--- src/rtl/vsync_mode_pkg.sv ---
package vsync_mode_pkg;

  // strobes from the mode control to the field datapath
  typedef struct packed {
    logic fieldEnd;   // field is being closed this cycle
    logic forceClr;   // forced non-standard: drop per-field accumulators
  } modeStrobe_t;

  // decoded per-cycle status from the datapath
  typedef struct packed {
    logic syncTick;    // sync pulse on an enabled cycle
    logic inNoiseWin;  // counter inside active-scan window
    logic atTerm;      // counter at locked terminal value
    logic atFree;      // counter at free-run limit
    logic fieldHit;    // field is coincident (including this cycle)
    logic eqOk;        // enough equalizing strobes (including this cycle)
    logic noisy;       // noise threshold reached in this field
  } fieldStatus_t;

endpackage

--- src/rtl/vsync_field_dp.sv ---
module vsync_field_dp
  import vsync_mode_pkg::*;
#(
  parameter int COUNT_W     = 10,
  parameter int TERM        = 545,
  parameter int FREE_TERM   = 704,
  parameter int COIN_WIN    = 1,
  parameter int EQ_START    = 533,
  parameter int EQ_SPAN     = 12,
  parameter int EQ_MIN      = 9,
  parameter int NOISE_START = 100,
  parameter int NOISE_SPAN  = 384,
  parameter int NOISE_MIN   = 2
) (
  input  logic               clk,
  input  logic               rstN,
  input  logic               tick2fh,
  input  logic [COUNT_W-1:0] fieldCount,
  input  logic               ivSync,
  input  logic               eqStrobe,
  input  modeStrobe_t        strb,
  output fieldStatus_t       st
);

  localparam logic [COUNT_W-1:0] COIN_LO  = COUNT_W'(TERM - COIN_WIN);
  localparam logic [COUNT_W-1:0] COIN_HI  = COUNT_W'(TERM + COIN_WIN);
  localparam logic [COUNT_W-1:0] EQ_LO    = COUNT_W'(EQ_START);
  localparam logic [COUNT_W-1:0] EQ_HI    = COUNT_W'(EQ_START + EQ_SPAN - 1);
  localparam logic [COUNT_W-1:0] NOISE_LO = COUNT_W'(NOISE_START);
  localparam logic [COUNT_W-1:0] NOISE_HI = COUNT_W'(NOISE_START + NOISE_SPAN - 1);
  localparam logic [COUNT_W-1:0] TERM_V   = COUNT_W'(TERM);
  localparam logic [COUNT_W-1:0] FREE_V   = COUNT_W'(FREE_TERM);
  localparam int EQ_W    = $clog2(EQ_MIN + 1);
  localparam int NOISE_W = $clog2(NOISE_MIN + 1);

  logic               syncTick, inCoinWin, inEqWin, inNoiseWin, noiseOpen;
  logic               coinNow, eqNow;
  logic               hitSeen;
  logic [EQ_W-1:0]    eqCount;
  logic [EQ_W:0]      eqSum;
  logic [NOISE_W-1:0] noiseCount;

  // window decode
  always_comb begin
    syncTick   = tick2fh & ivSync;
    inCoinWin  = (fieldCount >= COIN_LO)  && (fieldCount <= COIN_HI);
    inEqWin    = (fieldCount >= EQ_LO)    && (fieldCount <= EQ_HI);
    inNoiseWin = (fieldCount >= NOISE_LO) && (fieldCount <= NOISE_HI);
    noiseOpen  = tick2fh && (fieldCount == NOISE_LO);
    coinNow    = syncTick & inCoinWin;
    eqNow      = tick2fh & eqStrobe & inEqWin;
    eqSum      = {1'b0, eqCount} + {{EQ_W{1'b0}}, eqNow};
  end

  // coincidence flag for the running field
  always_ff @(posedge clk or negedge rstN) begin
    if (!rstN)                              hitSeen <= 1'b0;
    else if (strb.fieldEnd | strb.forceClr) hitSeen <= 1'b0;
    else if (coinNow)                       hitSeen <= 1'b1;
  end

  // equalizing strobe counter, saturating at threshold
  always_ff @(posedge clk or negedge rstN) begin
    if (!rstN)                              eqCount <= '0;
    else if (strb.fieldEnd | strb.forceClr) eqCount <= '0;
    else if (eqNow && eqCount != EQ_W'(EQ_MIN)) eqCount <= eqCount + 1'b1;
  end

  // noise pulse counter for the active-scan window
  always_ff @(posedge clk or negedge rstN) begin
    if (!rstN)              noiseCount <= '0;
    else if (strb.fieldEnd) noiseCount <= '0;
    else if (noiseOpen)     noiseCount <= syncTick ? NOISE_W'(1) : '0;
    else if (syncTick && inNoiseWin && noiseCount != NOISE_W'(NOISE_MIN))
      noiseCount <= noiseCount + 1'b1;
  end

  always_comb begin
    st.syncTick   = syncTick;
    st.inNoiseWin = inNoiseWin;
    st.atTerm     = tick2fh && (fieldCount == TERM_V);
    st.atFree     = tick2fh && (fieldCount == FREE_V);
    st.fieldHit   = hitSeen | coinNow;
    st.eqOk       = eqSum >= (EQ_W + 1)'(EQ_MIN);
    st.noisy      = noiseCount >= NOISE_W'(NOISE_MIN);
  end


  eq_clear_chk: assert property (@(posedge clk) disable iff (!rstN)
    $past(strb.fieldEnd) |-> (eqCount == '0));


  noise_open_chk: assert property (@(posedge clk) disable iff (!rstN)
    (noiseOpen && !syncTick && !strb.fieldEnd) |=> (noiseCount == '0));


  idle_hold_chk: assert property (@(posedge clk) disable iff (!rstN)
    (!tick2fh && !strb.fieldEnd && !strb.forceClr) |=> $stable(eqCount) && $stable(hitSeen));

endmodule

--- src/rtl/vsync_mode_ctrl.sv ---
module vsync_mode_ctrl
  import vsync_mode_pkg::*;
#(
  parameter int COIN_NEED  = 7,
  parameter int MISS_LIMIT = 7
) (
  input  logic         clk,
  input  logic         rstN,
  input  logic         tick2fh,
  input  logic         forceAsync,
  input  fieldStatus_t st,
  output modeStrobe_t  strb,
  output logic         stdMode,
  output logic         counterReset
);

  localparam int COIN_W = $clog2(COIN_NEED + 1);
  localparam int MISS_W = $clog2(MISS_LIMIT);

  typedef enum logic {MODE_FREE = 1'b0, MODE_LOCK = 1'b1} mode_e;

  mode_e             modeReg, modeNext;
  logic [COIN_W-1:0] coinCnt, coinNext, coinInc;
  logic [MISS_W-1:0] missCnt, missNext;
  logic              fieldEnd;

  // restart request: own terminal when locked, sync or free-run limit otherwise
  always_comb begin
    if (modeReg == MODE_LOCK) fieldEnd = st.atTerm;
    else fieldEnd = (st.syncTick & ~st.inNoiseWin) | st.atFree;
    fieldEnd      = fieldEnd & tick2fh;
    strb.fieldEnd = fieldEnd;
    strb.forceClr = forceAsync;
  end

  always_comb begin
    modeNext = modeReg;
    coinNext = coinCnt;
    missNext = missCnt;
    coinInc  = (coinCnt == COIN_W'(COIN_NEED)) ? coinCnt : coinCnt + 1'b1;
    if (forceAsync) begin
      modeNext = MODE_FREE;
      coinNext = '0;
      missNext = '0;
    end else if (fieldEnd) begin
      if (modeReg == MODE_LOCK) begin
        if (st.fieldHit) missNext = '0;
        else if (missCnt == MISS_W'(MISS_LIMIT - 1)) begin
          modeNext = MODE_FREE;
          missNext = '0;
          coinNext = '0;
        end else missNext = missCnt + 1'b1;
      end else begin
        if (!st.fieldHit) coinNext = '0;
        else if ((coinInc == COIN_W'(COIN_NEED) && st.eqOk) || st.noisy) begin
          modeNext = MODE_LOCK;
          coinNext = '0;
          missNext = '0;
        end else coinNext = coinInc;
      end
    end
  end

  always_ff @(posedge clk or negedge rstN) begin
    if (!rstN) begin
      modeReg <= MODE_FREE;
      coinCnt <= '0;
      missCnt <= '0;
    end else begin
      modeReg <= modeNext;
      coinCnt <= coinNext;
      missCnt <= missNext;
    end
  end

  assign stdMode      = (modeReg == MODE_LOCK);
  assign counterReset = fieldEnd;


  force_free_chk: assert property (@(posedge clk) disable iff (!rstN)
    forceAsync |=> !stdMode);


  lock_term_chk: assert property (@(posedge clk) disable iff (!rstN)
    (stdMode && counterReset) |-> st.atTerm);


  idle_reset_chk: assert property (@(posedge clk) disable iff (!rstN)
    !tick2fh |-> !counterReset);


  enter_field_chk: assert property (@(posedge clk) disable iff (!rstN)
    $rose(stdMode) |-> ($past(fieldEnd) && $past(st.fieldHit) && !$past(forceAsync)));


  leave_field_chk: assert property (@(posedge clk) disable iff (!rstN)
    $fell(stdMode) |-> ($past(forceAsync) || ($past(fieldEnd) && !$past(st.fieldHit))));

endmodule

--- src/rtl/vsync_mode_top.sv ---
module vsync_mode_top
  import vsync_mode_pkg::*;
#(
  parameter int COUNT_W     = 10,
  parameter int TERM        = 545,
  parameter int FREE_TERM   = 704,
  parameter int COIN_WIN    = 1,
  parameter int EQ_START    = 533,
  parameter int EQ_SPAN     = 12,
  parameter int EQ_MIN      = 9,
  parameter int NOISE_START = 100,
  parameter int NOISE_SPAN  = 384,
  parameter int NOISE_MIN   = 2,
  parameter int COIN_NEED   = 7,
  parameter int MISS_LIMIT  = 7
) (
  input  logic               clk,
  input  logic               rstN,
  input  logic               tick2fh,
  input  logic [COUNT_W-1:0] fieldCount,
  input  logic               ivSync,
  input  logic               eqStrobe,
  input  logic               forceAsync,
  output logic               stdMode,
  output logic               counterReset
);

  modeStrobe_t  strb;
  fieldStatus_t st;

  vsync_field_dp #(
    .COUNT_W(COUNT_W), .TERM(TERM), .FREE_TERM(FREE_TERM), .COIN_WIN(COIN_WIN),
    .EQ_START(EQ_START), .EQ_SPAN(EQ_SPAN), .EQ_MIN(EQ_MIN),
    .NOISE_START(NOISE_START), .NOISE_SPAN(NOISE_SPAN), .NOISE_MIN(NOISE_MIN)
  ) u_dp (
    .clk(clk), .rstN(rstN), .tick2fh(tick2fh), .fieldCount(fieldCount),
    .ivSync(ivSync), .eqStrobe(eqStrobe), .strb(strb), .st(st)
  );

  vsync_mode_ctrl #(
    .COIN_NEED(COIN_NEED), .MISS_LIMIT(MISS_LIMIT)
  ) u_ctrl (
    .clk(clk), .rstN(rstN), .tick2fh(tick2fh), .forceAsync(forceAsync),
    .st(st), .strb(strb), .stdMode(stdMode), .counterReset(counterReset)
  );

endmodule

--- config.mk ---
export PLATFORM = sky130hd
export DESIGN_NAME = vsync_mode_top
export DESIGN_NICKNAME = d
export VERILOG_FILES = /design/src/rtl/vsync_mode_pkg.sv /design/src/rtl/vsync_field_dp.sv /design/src/rtl/vsync_mode_ctrl.sv /design/src/rtl/vsync_mode_top.sv
export SDC_FILE = /design/constraint.sdc
export NUM_CORES = 1
export LEC_CHECK = 0
export BUFFER_PORTS_ARGS = -buffer_cell sky130_fd_sc_hd__buf_2
export CORE_UTILIZATION = 60
export DETAILED_ROUTE_END_ITERATION = 10
export GPL_TIMING_DRIVEN = 0
export PLACE_DENSITY = 0.93
export SLEW_MARGIN = 20
export SYNTH_ARGS = -nofsm -noshare
export SYNTH_HDL_FRONTEND = slang
export SYNTH_SLANG_ARGS = --single-unit
--- constraint.sdc ---
create_clock -name clk -period 3.3 [get_ports clk]
set_clock_uncertainty 0.05 [all_clocks]
set_input_delay 0.66 -clock clk [delete_from_list [all_inputs] [get_ports clk]]
set_output_delay 0.66 -clock clk [all_outputs]
set_load 0.01 [all_outputs]
==> impl_metrics.json <==
{
  "multi_input_area_sq_um": 752,
  "cts_buffers": 3,
  "syn_area_per_cell_sq_um": 9.74,
  "drive_above_1_share": 0.283,
  "yosysSeqAreaShare": 0.307,
  "rr_worst_depth": 8,
  "met2_usage": 0.506,
  "path_clk_slew_ns": 0.09,
  "io_pins": 18,
  "drv_cap": 0,
  "core_area_sq_um": 1750,
  "syn_area_sq_um": 1140,
  "clock-root-buffer": "clkbuf_4",
  "cts_sinks": 14,
  "p_leak_nw": 0.575,
  "fin_nets": 161,
  "rsz0062_at_grt": "no",
  "status": "finished clean",
  "final.min_clock_period_ns": 3.01,
  "grt_max_degree": 15,
  "hpwl_mm": 2.01,
  "die_area_sq_um": 2080,
  "stdcell_count": 163,
  "drt_iter0_markers": 18,
  "final_cell_mix": "nor2_1 (17), buf_2 (17), dfrtp_1 (14)",
  "r2r-start": "u_dp.eqCount[0]",
  "firstDrtPassIters": 4,
  "timing.final.crit_share": 0.911,
  "postCtsSetupBuffers": 0,
  "place.gp.congestion": 0.896,
  "syn2layout_area_growth_pct": 13.4,
  "cp-start-kind": "input pin",
  "vdd_drop_max_mv": 0.364,
  "synth_seq_cells": 14,
  "cp.required_ns": 3.42,
  "initial_utilization": 0.653,
  "via_per_inst": 5.96,
  "grt_use_total": 0.281,
  "grt_pass1_wl_mm": 4.14,
  "die_x_um": 45.6,
  "hold_viol": 0,
  "ant_nets": 0,
  "portBuffers": 17,
  "critPathArrivalTime_ns": 3.13,
  "fillers": 144,
  "antennaDiodeCount": 0,
  "synth_top_area_frac": 0.307,
  "p_per_area_nw_per_um2": 324,
  "syn_nets": 139,
  "yosysTopAreaCell": "dfrtp_1",
  "top_usage_layer": "met2",
  "clock_path_buffers": 2,
  "ys.flop_type": "dfrtp_1",
  "setup_viol": 0,
  "max_freq_mhz": 332,
  "ctsHoldBuffers": 0,
  "hp-class": "in2async",
  "gr-total-overflow": 0,
  "routedWlPerCell_um": 15.1,
  "reg2reg_to": "u_ctrl.missCnt[0]",
  "r2r_setup_slack_ns": 1.08,
  "report.power.total_w": 0.000419,
  "grt_antenna_before_repair": 0,
  "endpoint_kind": "flip-flop",
  "dp.cells": 159,
  "ff_latch_area_sq_um": 350,
  "drc": 0,
  "cts_max_level": 1,
  "crit_type": "in2reg",
  "synth_warnings": 0,
  "met1_usage": 0.327,
  "wl_mm": 2.46,
  "synthCells": 117,
  "cts_resized": 0,
  "synth.distinct_cells": 45,
  "die_h_um": 45.6,
  "vias": 971,
  "ys_async_sr_fraction": 1.00,
  "gr-usage-met3": 0.0794,
  "maxSlewViolCount": 0,
  "max-slew-margin-rel": 0.726,
  "crit_fanout": 5,
  "synthTopCellsByArea": "dfrtp_1 (31%), ha_1 (6.6%), nor2_1 (5.6%)",
  "cts_tree": "yes",
  "synth_edf_count": 0,
  "grt_pass1_vias": 973,
  "worst_slew_pin_slew_ns": 0.410,
  "rows": 15,
  "clk_latency_ns": 0.29
}
## stage by stage
stage | worst slack, ns | util | TNS, ns | cell area [sq um] | hold WS [ns]
2_1_floorplan | 0.478 | - | 0 | 1140 | 0.314
3_5_place_dp | -0.000418 | 0.720 | -0.000418 | 1260 | 0.488
3_3_place_gp | 0.0915 | 0.720 | 0 | 1260 | 0.470
4_1_cts | 0.291 | 0.741 | 0 | 1290 | 0.206
5_1_grt | 0.0609 | 0.741 | 0 | 1290 | 0.219
6_report | 0.292 | 0.741 | 0 | 1290 | 0.203
## cells in the mapped netlist, types with 2 or more instances
master,instances
a21oi_1,6
dfrtp_1,14
o211ai_1,3
nor2_1,17
and3_1,2
a31oi_1,2
nand3_1,7
xnor2_1,3
nor4b_2,3
inv_1,7
xor2_1,3
o21ai_0,2
ha_1,6
o21a_1,2
nand2_1,9
mux2_2,2
## worst max-delay path, cell delays in order
cell and delay (ns):
buf_2 0.14, nor4b_2 0.37, nand3_1 0.12, a21oi_1 0.28
ha_1 0.24, ha_1 0.23, nor2_1 0.14, a21oi_1 0.08
a21oi_1 0.24, o21ai_0 0.16, nand2_1 0.13, mux2_2 0.33
## how the worst max path moves through the flow
stage                  startpoint                 to  slack (ns)  depth (start not counted)
finish              fieldCount[7]  u_ctrl.missCnt[0]        0.29                         12
global route        fieldCount[7]  u_ctrl.missCnt[0]        0.06                         12
CTS                 fieldCount[7]  u_ctrl.missCnt[0]        0.29                         12
detailed placement  fieldCount[7]  u_ctrl.missCnt[0]     -0.0004                         12
global placement    fieldCount[7]  u_ctrl.missCnt[0]        0.09                         12
floorplan           fieldCount[6]  u_ctrl.missCnt[0]        0.48                         11
## kinds of logic (layout without fill, tap and decap cells)
kind of cell | Yosys count | after routing | share of synthesized area
AO/OA/AOI/OAI | 27 | 27 | 0.237
XOR/XNOR | 6 | 6 | 0.0461
adder cells (fa/ha/maj) | 6 | 6 | 0.0659
buffers and inverters | 8 | 29 | 0.0329
flip-flops | 14 | 14 | 0.307
multiplexers | 3 | 3 | 0.0329
AND/OR/NAND/NOR | 53 | 53 | 0.278
## area by class of cell
| cell class | instances | share of cell area |
|---|---|---|
| Buffer | 1 | 0.00871 |
| Tap cell | 25 | 0.0242 |
| Clock buffer | 4 | 0.0281 |
| Sequential cell | 14 | 0.271 |
| Multi-Input combinational cell | 95 | 0.582 |
| Inverter | 7 | 0.0203 |
| Timing Repair Buffer | 17 | 0.0658 |
## per-layer routing
metal  up-vias  wire (um)
met5         -          0
met4         0         42
met3         6        117
met2        23       1250
met1       462       1050
li1        480          -
## power by group
| part | internal, W | switching [W] |
|---|---|---|
| sequential | 0.000183 | 0.00000867 |
| combinational | 0.0000447 | 0.0000566 |
| clock | 0.0000673 | 0.0000585 |
## sequential cells by signal, summed over array words and instances, names as in the netlist
register	count
u_ctrl.missCnt	3
u_dp.eqCount	4
u_dp.noiseCount	2
u_dp.hitSeen	1
u_ctrl.stdMode	1
u_ctrl.coinCnt	3
No activity file was read; power rests on OpenSTA's default activity.
